==> config.mk <==
export PLATFORM = sky130hd
export DESIGN_NAME = pad_guard
export DESIGN_NICKNAME = d
export VERILOG_FILES = /design/src/rtl/pad_guard.sv
export SDC_FILE = /design/constraint.sdc
export NUM_CORES = 1
export LEC_CHECK = 0
export ABC_CLOCK_PERIOD_IN_PS = 4960
export BUFFER_PORTS_ARGS = -buffer_cell sky130_fd_sc_hd__buf_4
export CAP_MARGIN = 20
export CORE_UTILIZATION = 60
export CTS_BUF_LIST = sky130_fd_sc_hd__clkbuf_2 sky130_fd_sc_hd__clkbuf_4 sky130_fd_sc_hd__clkbuf_8
export DETAILED_ROUTE_END_ITERATION = 12
export PLACE_DENSITY = 0.89
export SKIP_CTS_REPAIR_TIMING = 1
export SYNTH_ARGS = -nofsm -noshare
export SYNTH_HDL_FRONTEND = slang
export SYNTH_SLANG_ARGS = --single-unit
==> constraint.sdc <==
create_clock -name clk -period 4.96 [get_ports clk]
set_clock_uncertainty 0.15 [all_clocks]
set_input_delay 0.248 -clock clk [delete_from_list [all_inputs] [get_ports clk]]
set_output_delay 0.248 -clock clk [all_outputs]
set_load 0.1 [all_outputs]
==> src/rtl/pad_guard.sv <==
module pad_guard #(
  parameter int CUR_W  = 12,
  parameter int ACC_W  = 12,
  parameter int HOLD_W = 8,
  parameter int CNT_W  = 8
) (
  input  logic              clk,
  input  logic              rst_n,
  input  logic              cur_valid,
  input  logic [CUR_W-1:0]  cur_sample,
  input  logic              acc_valid,
  input  logic [ACC_W-1:0]  acc_sample,
  input  logic [CUR_W-1:0]  cur_trip_lvl,
  input  logic [CUR_W-1:0]  cur_rest_lvl,
  input  logic [ACC_W-1:0]  acc_trip_lvl,
  input  logic [ACC_W-1:0]  acc_rest_lvl,
  input  logic [HOLD_W-1:0] hold_len,
  output logic              pad_en,
  output logic              oc_active,
  output logic              shock_active,
  output logic              cfg_err,
  output logic [CNT_W-1:0]  oc_count,
  output logic [CNT_W-1:0]  shock_count
);
  localparam logic [CNT_W-1:0]  CNT_MAX  = {CNT_W{1'b1}};
  localparam logic [HOLD_W-1:0] HOLD_MAX = {HOLD_W{1'b1}};

  logic [HOLD_W-1:0] oc_run, sh_run, oc_run_nx, sh_run_nx, hold_eff;

  assign hold_eff  = (hold_len == '0) ? HOLD_W'(1) : hold_len;
  assign oc_run_nx = (oc_run == HOLD_MAX) ? oc_run : oc_run + 1'b1;
  assign sh_run_nx = (sh_run == HOLD_MAX) ? sh_run : sh_run + 1'b1;
  assign cfg_err   = (cur_rest_lvl > cur_trip_lvl) || (acc_rest_lvl > acc_trip_lvl);
  assign pad_en    = !oc_active && !shock_active && !cfg_err;

  always_ff @(posedge clk or negedge rst_n) begin
    if (!rst_n) begin
      oc_active <= 1'b0;
      oc_run    <= '0;
      oc_count  <= '0;
    end else if (cur_valid) begin
      if (cur_sample > cur_trip_lvl) begin
        if (!oc_active && oc_count != CNT_MAX) oc_count <= oc_count + 1'b1;
        oc_active <= 1'b1;
        oc_run    <= '0;
      end else if (oc_active && cur_sample < cur_rest_lvl) begin
        if (oc_run_nx >= hold_eff) begin
          oc_active <= 1'b0;
          oc_run    <= '0;
        end else begin
          oc_run <= oc_run_nx;
        end
      end else begin
        oc_run <= '0;
      end
    end
  end

  always_ff @(posedge clk or negedge rst_n) begin
    if (!rst_n) begin
      shock_active <= 1'b0;
      sh_run       <= '0;
      shock_count  <= '0;
    end else if (acc_valid) begin
      if (acc_sample > acc_trip_lvl) begin
        if (!shock_active && shock_count != CNT_MAX) shock_count <= shock_count + 1'b1;
        shock_active <= 1'b1;
        sh_run       <= '0;
      end else if (shock_active && acc_sample < acc_rest_lvl) begin
        if (sh_run_nx >= hold_eff) begin
          shock_active <= 1'b0;
          sh_run       <= '0;
        end else begin
          sh_run <= sh_run_nx;
        end
      end else begin
        sh_run <= '0;
      end
    end
  end

  a_r1_cur_trip: assert property (@(posedge clk) disable iff (!rst_n)
    (cur_valid && cur_sample > cur_trip_lvl) |=> (oc_active && !pad_en));

  a_r4_shock_trip: assert property (@(posedge clk) disable iff (!rst_n)
    (acc_valid && acc_sample > acc_trip_lvl) |=> (shock_active && !pad_en));

  a_r3_release_low: assert property (@(posedge clk) disable iff (!rst_n)
    $fell(oc_active) |-> ($past(cur_valid) && $past(cur_sample) < $past(cur_rest_lvl)));

  a_r5_release_low: assert property (@(posedge clk) disable iff (!rst_n)
    $fell(shock_active) |-> ($past(acc_valid) && $past(acc_sample) < $past(acc_rest_lvl)));

  a_r7_cur_hold: assert property (@(posedge clk) disable iff (!rst_n)
    !cur_valid |=> ($stable(oc_active) && $stable(oc_count)));

  a_r7_acc_hold: assert property (@(posedge clk) disable iff (!rst_n)
    !acc_valid |=> ($stable(shock_active) && $stable(shock_count)));

  a_r8_oc_step: assert property (@(posedge clk) disable iff (!rst_n)
    $rose(oc_active) |-> (oc_count == CNT_W'($past(oc_count) + 1'b1) || $past(oc_count) == CNT_MAX));

  a_r8_sat: assert property (@(posedge clk) disable iff (!rst_n)
    (oc_count == CNT_MAX) |=> (oc_count == CNT_MAX));

  a_r2_band_keep: assert property (@(posedge clk) disable iff (!rst_n)
    (oc_active && cur_valid && cur_sample >= cur_rest_lvl) |=> oc_active);
endmodule

==> results of run 1 <==
[metrics by stage]
stage / power [uW] / instance area [sq um] / util [%] / instances / setup WS (ps)
after global placement: 890 / 4770 / 75.6 / 625 / 1670
after CTS: 1150 / 4870 / 77.1 / 633 / 1500
after global routing: 1220 / 4880 / 77.3 / 634 / 1150
after detailed placement: 920 / 4770 / 75.6 / 625 / 1540
final: 1150 / 4880 / 77.3 / 634 / 1410
after floorplan: 742 / 3920 / - / 446 / 465
[where the power goes]
group	switching, uW	internal [uW]
clock network	103	118
registers	43.9	309
logic	363	210
total	509	637
[routing by layer]
metal	routed length, um	track usage (%)
met5	0	0
met4	218	11.4
met3	485	5.79
met2	5060	53.0
met1	4190	36.2
[how the worst min path moves through the flow]
stage / startpoint / slack [ps] / depth (start not counted) / endpoint
2_1_floorplan: rst_n / -200 / 0 / oc_active
3_3_place_gp: rst_n / 70 / 1 / oc_run[5]
3_5_place_dp: rst_n / 70 / 1 / oc_run[5]
4_1_cts: rst_n / -250 / 1 / oc_run[5]
5_1_grt: cur_valid / 40 / 2 / oc_run[6]
6_report: acc_valid / 60 / 3 / shock_active
[state kept, by name, summed over array words and instances (netlist names)]
name          flops
oc_active         1
oc_count          8
oc_run            8
sh_run            8
shock_active      1
shock_count       8
[final cells by class]
cell class / count / area [sq um] / share of cell area, %
multi-input cells: 343 / 2800 / 57.4
clock inverters: 1 / 5.00 / 0.103
flip-flops and latches: 34 / 851 / 17.4
clock buffers: 7 / 90.1 / 1.85
well taps: 77 / 96.3 / 1.97
inverters: 68 / 255 / 5.23
repair buffers: 104 / 783 / 16.1
[cell usage in the layout, fill, tap and decap left out, types with 4 or more instances in the layout]
cell type	netlist	routed
nor2b_1	5	5
a31oi_1	8	8
ha_1	88	88
o21a_1	5	5
nand2_1	22	22
a21o_1	18	18
xnor2_1	16	16
nor3_1	8	8
xor2_1	4	4
inv_1	68	68
o211ai_1	5	5
dfrtp_1	34	34
o21ai_0	15	15
nand4_1	29	29
nand3_1	14	14
a22o_1	6	6
clkbuf_8	0	6
nor2_1	16	16
nand2b_1	4	4
and3_1	8	8
a21oi_1	25	25
buf_4	0	103
[cell families (layout without fill, tap and decap cells)]
logic type	after synthesis	in the layout
flip-flops	34	34
buffers and inverters	69	180
AND/OR/NAND/NOR	119	119
XOR/XNOR	20	20
multiplexers	5	5
AO/OA/AOI/OAI	111	111
adder cells (fa/ha/maj)	88	88
[worst min-delay path, cell delays in order]
cell and delay (ps):
buf_4 110, nand2_1 50, nand2_1 50
==> summary.md, run 1 <==
| Metric | Value |
|---|---|
| Netlist cell types | 53 |
| Routed Antenna Nets | 0 |
| IO Pins | 104 |
| Post-Syn Area | 3920 sq um |
| Reg2reg end | oc_run[2] |
| Reg clk slew, reported paths | 80 ps |
| Register area share after synthesis | 21.7% |
| Main combinational cell family by area after synthesis | adder cells |
| Max Cap Violations | 0 |
| Post-Syn Instances | 446 |
| Clock network latency to the later pin of the worst-skew pair | 290 ps |
| Pwr dens | 235 nW/um^2 |
| Area grow syn2layout | 24.6% |
| Main flop type after synthesis | dfrtp_1 |
| CTS buffer count | 5 |
| Worst reg2reg startpoint | oc_run[0] |
| DR pass1 iterations | 4 |
| Gpl congestion | 0.856 |
| Fillers | 449 |
| Compound-Gate Fraction of Synth Area | 20.8% |
| Slowest CP cell | a221oi_2 |
| Synthesis warning total | 0 |
| Row cnt | 29 |
| CTS Sinks | 34 |
| Top cells by area, synth | ha_1 (28%), dfrtp_1 (22%), inv_1 (6.5%) |
| Fin crit share | 71.5% |
| Gr ovfl total | 0 |
| Worst-margin pin slew | 785 ps |
| Syn_area_per_cell | 8.78 sq um |
| Root Buffer | clkbuf_8 |
| Mux share of post-synthesis cell area | 1.37% |
| Die height | 82.8 um |
| CTS tree | yes |
| CP delay by family, top | compound AO/OA/AOI/OAI gates |
| Setup repair after global routing missed its margin | false |
| Worst setup SP type | flip-flop |
| Synth Area in Simple Gates | 16.7% |
| CP Capture Type | flip-flop |
| Largest net degree at the start of global routing | 35 |
| F_max | 282 MHz |
| Bufs and invs on worst path | 0 |
| Initial antenna violation count | 0 |
| Initial Util | 62.0% |
| Final hold slack | 57.4 ps |
| Worst Setup Path Type | flip-flop to flip-flop |
| Layout Nets | 728 |
| Hold Crit Class | primary input to flip-flop |
| Hpwl dp | 8150 um |
| DR DRC count | 0 |
| Crit path to | oc_run[2] |
| Drt wl/cell | 15.7 um |
| Vias in the first global route | 3702 |
| Critical path, cell by cell | ha_1 > and4_1 > nand4_1 > xnor2_1 > ha_1 > nand2b_1 > a21oi_1 > a311oi_1 > a221oi_2 > a41oi_1 > o21ai_1 |
| Worst R2R Setup Slack | 1410 ps |
| Peak supply drop | 0.405 mV |
| Worst Setup SP | oc_run[0] |
| Vias post-DR | 3844 |
| Detail-routed via count per cell | 6.06 |
| Endpoints failing setup | 0 |
| Final hold viol count | 0 |
| Status | finished, final reports clean |
| Tmin final | 3550 ps |
| CP max FO | 9 |
| Top post-synthesis cells by count | ha_1 (88), inv_1 (68), dfrtp_1 (34) |
| Core area | 6310 sq um |
| Cell taking the most area after synthesis | ha_1 |
| Arrival time at the worst endpoint | 3610 ps |
| Cell count along the critical path | 11 |
| Final slew viol count | 0 |
| Port Buffers | 103 |
| First-pass GRT wire length | 15900 um |
| Count leader, synth | ha_1 |
| Fraction of registers with async set/reset | 100% |
| CP peak stage delay | 640 ps |
| Synthesized-area fraction occupied by adder cells | 28.1% |
| Yosys top cell area share | 28.1% |
| All-Layer GR Usage | 30.2% |
| Cells on worst reg2reg path | 11 |
| Syn nets | 618 |
| Share of cells above drive strength 1 | 23.0% |
| Clock Tree Buf Depth | 2 |
| Number of flops mapped to enable cells by yosys | 0 |
| Slew headroom | 47.7% |
| Final WL | 9960 um |
| Most frequent CP cell | ha_1 |
| Chip width | 82.8 um |
| Setup TNS Final | 0 ps |
| Initial drt markers | 135 |
| Die area | 6850 sq um |
| H-tree levels | 2 |
| XOR/XNOR Fraction of Synth Area | 4.47% |
| Diode count | 0 |
| Seq cells post-synth | 34 |
| Leak | 0.00266 uW |
| CP required | 5030 ps |
Note: power is estimated with default switching activity, not from simulation.
==> run 2: changes to the inputs <==
Settings changed: ABC_CLOCK_PERIOD_IN_PS 4960 to 3000, CORE_UTILIZATION 60 to 50, PLACE_DENSITY 0.89 to 0.79.
Clock period 4.96 ns to 3 ns, I/O delays scaled along.
==> run 2 against run 1 <==
The flow now finishes with violations (setup timing). Design area up 4.9%. Combinational power increased by 80%. Register-to-register slack got worse by 1600 ps. First-iteration DRC count grew 65%. Via count up 1.9%. Non-clock buffer count increased by 11. Clock-buffer cell count shrank 1.
==> summary.md, run 2 (synthesis results as in run 1) <==
| Metric | Value |
|---|---|
| First-pass GRT wire length | 17100 um |
| Vias in the first global route | 3743 |
| FF+latch area | 853 sq um |
| Util after Layout | 69.1% |
| CP required | 3060 ps |
| Final worst slack | -157 ps |
| Routed Antenna Nets | 0 |
| Hold Crit Class | primary input to asynchronous set/reset pin |
| Slew headroom | 48.2% |
| CTS Sinks | 34 |
| Fillers | 593 |
| All-Layer GR Usage | 25.1% |
| Final WL | 10600 um |
| Peak supply drop | 0.917 mV |
| CTS tree | yes |
| Worst Setup Path Type | flip-flop to flip-flop |
| F_max | 317 MHz |
| Gr ovfl total | 0 |
| Chip width | 90.5 um |
| DR DRC count | 0 |
| Initial drt markers | 223 |
| Final hold slack | 191 ps |
| Layout Nets | 739 |
| Detail-routed via count per cell | 5.87 |
| Die height | 90.5 um |
| Setup repair after global routing missed its margin | true |
| Endpoints failing setup | 8 |
| Vias post-DR | 3918 |
| Max Cap Violations | 0 |
| IO Pins | 104 |
| Area grow syn2layout | 30.7% |
| Reg clk slew, reported paths | 70 ps |
| Core area | 7410 sq um |
| Leak | 0.00273 uW |
| Most common cell after layout, fill and taps aside | buf_4 |
| Diode count | 0 |
| CTS buffer count | 5 |
| Largest net degree at the start of global routing | 35 |
| Root Buffer | clkbuf_8 |
| Tmin final | 3160 ps |
| Failing checks | setup timing |
| Arrival time at the worst endpoint | 3210 ps |
| Fin crit share | 105% |
| Initial antenna violation count | 0 |
| Pwr dens | 389 nW/um^2 |
| Final hold viol count | 0 |
| Drt wl/cell | 15.8 um |
| Share of cells above drive strength 1 | 27.5% |
| Gpl congestion | 1.04 |
| CP max FO | 6 |
| CP Capture Type | flip-flop |
| Die area | 8190 sq um |
| Port Buffers | 103 |
| Worst-margin pin slew | 778 ps |
| Clock network latency to the later pin of the worst-skew pair | 290 ps |
| Final slew viol count | 0 |
| Multi-input combinational cell area | 2920 sq um |
| Hpwl dp | 8420 um |
| Status | finished with violations |
| Worst setup SP type | flip-flop |
| Initial Util | 52.9% |
| Commonest cells after routing, fill and taps aside | buf_4 (112), ha_1 (87), inv_1 (68) |
| H-tree levels | 2 |
| DR pass1 iterations | 7 |
| Clock Tree Buf Depth | 2 |
| Row cnt | 31 |
## run 2: stage by stage
| step | instances | setup WS [ps] | TNS (ps) | area, sq um | power [uW] |
|---|---|---|---|---|---|
| floorplan | 446 | 64.6 | 0 | 3930 | 1230 |
| global placement | 653 | 113 | 0 | 4860 | 1490 |
| detailed placement | 653 | -138 | -520 | 4860 | 1540 |
| CTS | 661 | -181 | -907 | 4960 | 1910 |
| global route | 667 | -241 | -1770 | 5120 | 2110 |
| finish | 667 | -157 | -641 | 5120 | 1990 |
## run 2: metal layers
metal	track usage, %	part of all wire, %
met1	33.3	43
met2	43.4	48
met3	2.86	6.3
met4	5.78	1.9
met5	0	0
## run 2: report_power, final
part | total, uW | internal (uW) | switching [uW] | leakage (uW)
combinational | 1030 | 395 | 636 | 0.00223
clock | 373 | 189 | 184 | 0.0000478
sequential | 585 | 512 | 73.5 | 0.000453
## run 2: final timing paths
check | start | to | slack, ps | cells after the start
max in group asynchronous | rst_n | sh_run[0] | 2180 | 2
hold / removal | rst_n | oc_run[3] | 190 | 2
setup reg to reg | oc_run[1] | oc_run[0] | -160 | 12
min in group clk | oc_count[4] | oc_count[4] | 340 | 1
hold reg to reg | oc_count[4] | oc_count[4] | 340 | 1
setup / recovery | oc_run[1] | oc_run[0] | -160 | 12
## run 2: area by class of cell
| class | instances | area share (%) |
|---|---|---|
| Clock buffer | 6 | 1.61 |
| Clock inverter | 2 | 0.318 |
| Inverter | 68 | 4.99 |
| Multi-Input combinational cell | 343 | 57.0 |
| Sequential cell | 34 | 16.7 |
| Tap cell | 99 | 2.42 |
| Timing Repair Buffer | 115 | 17.0 |
## run 2: worst max-delay path, cell delays in order (launching register included)
cell and delay, ps:
dfrtp_1 430, ha_4 180, and4_4 250, nand4_1 240, xnor2_2 270, ha_1 270, nand2b_4 150, a21oi_4 120
o211ai_1 140, a221oi_2 360, buf_4 200, nand3_1 100, o2bb2ai_1 200
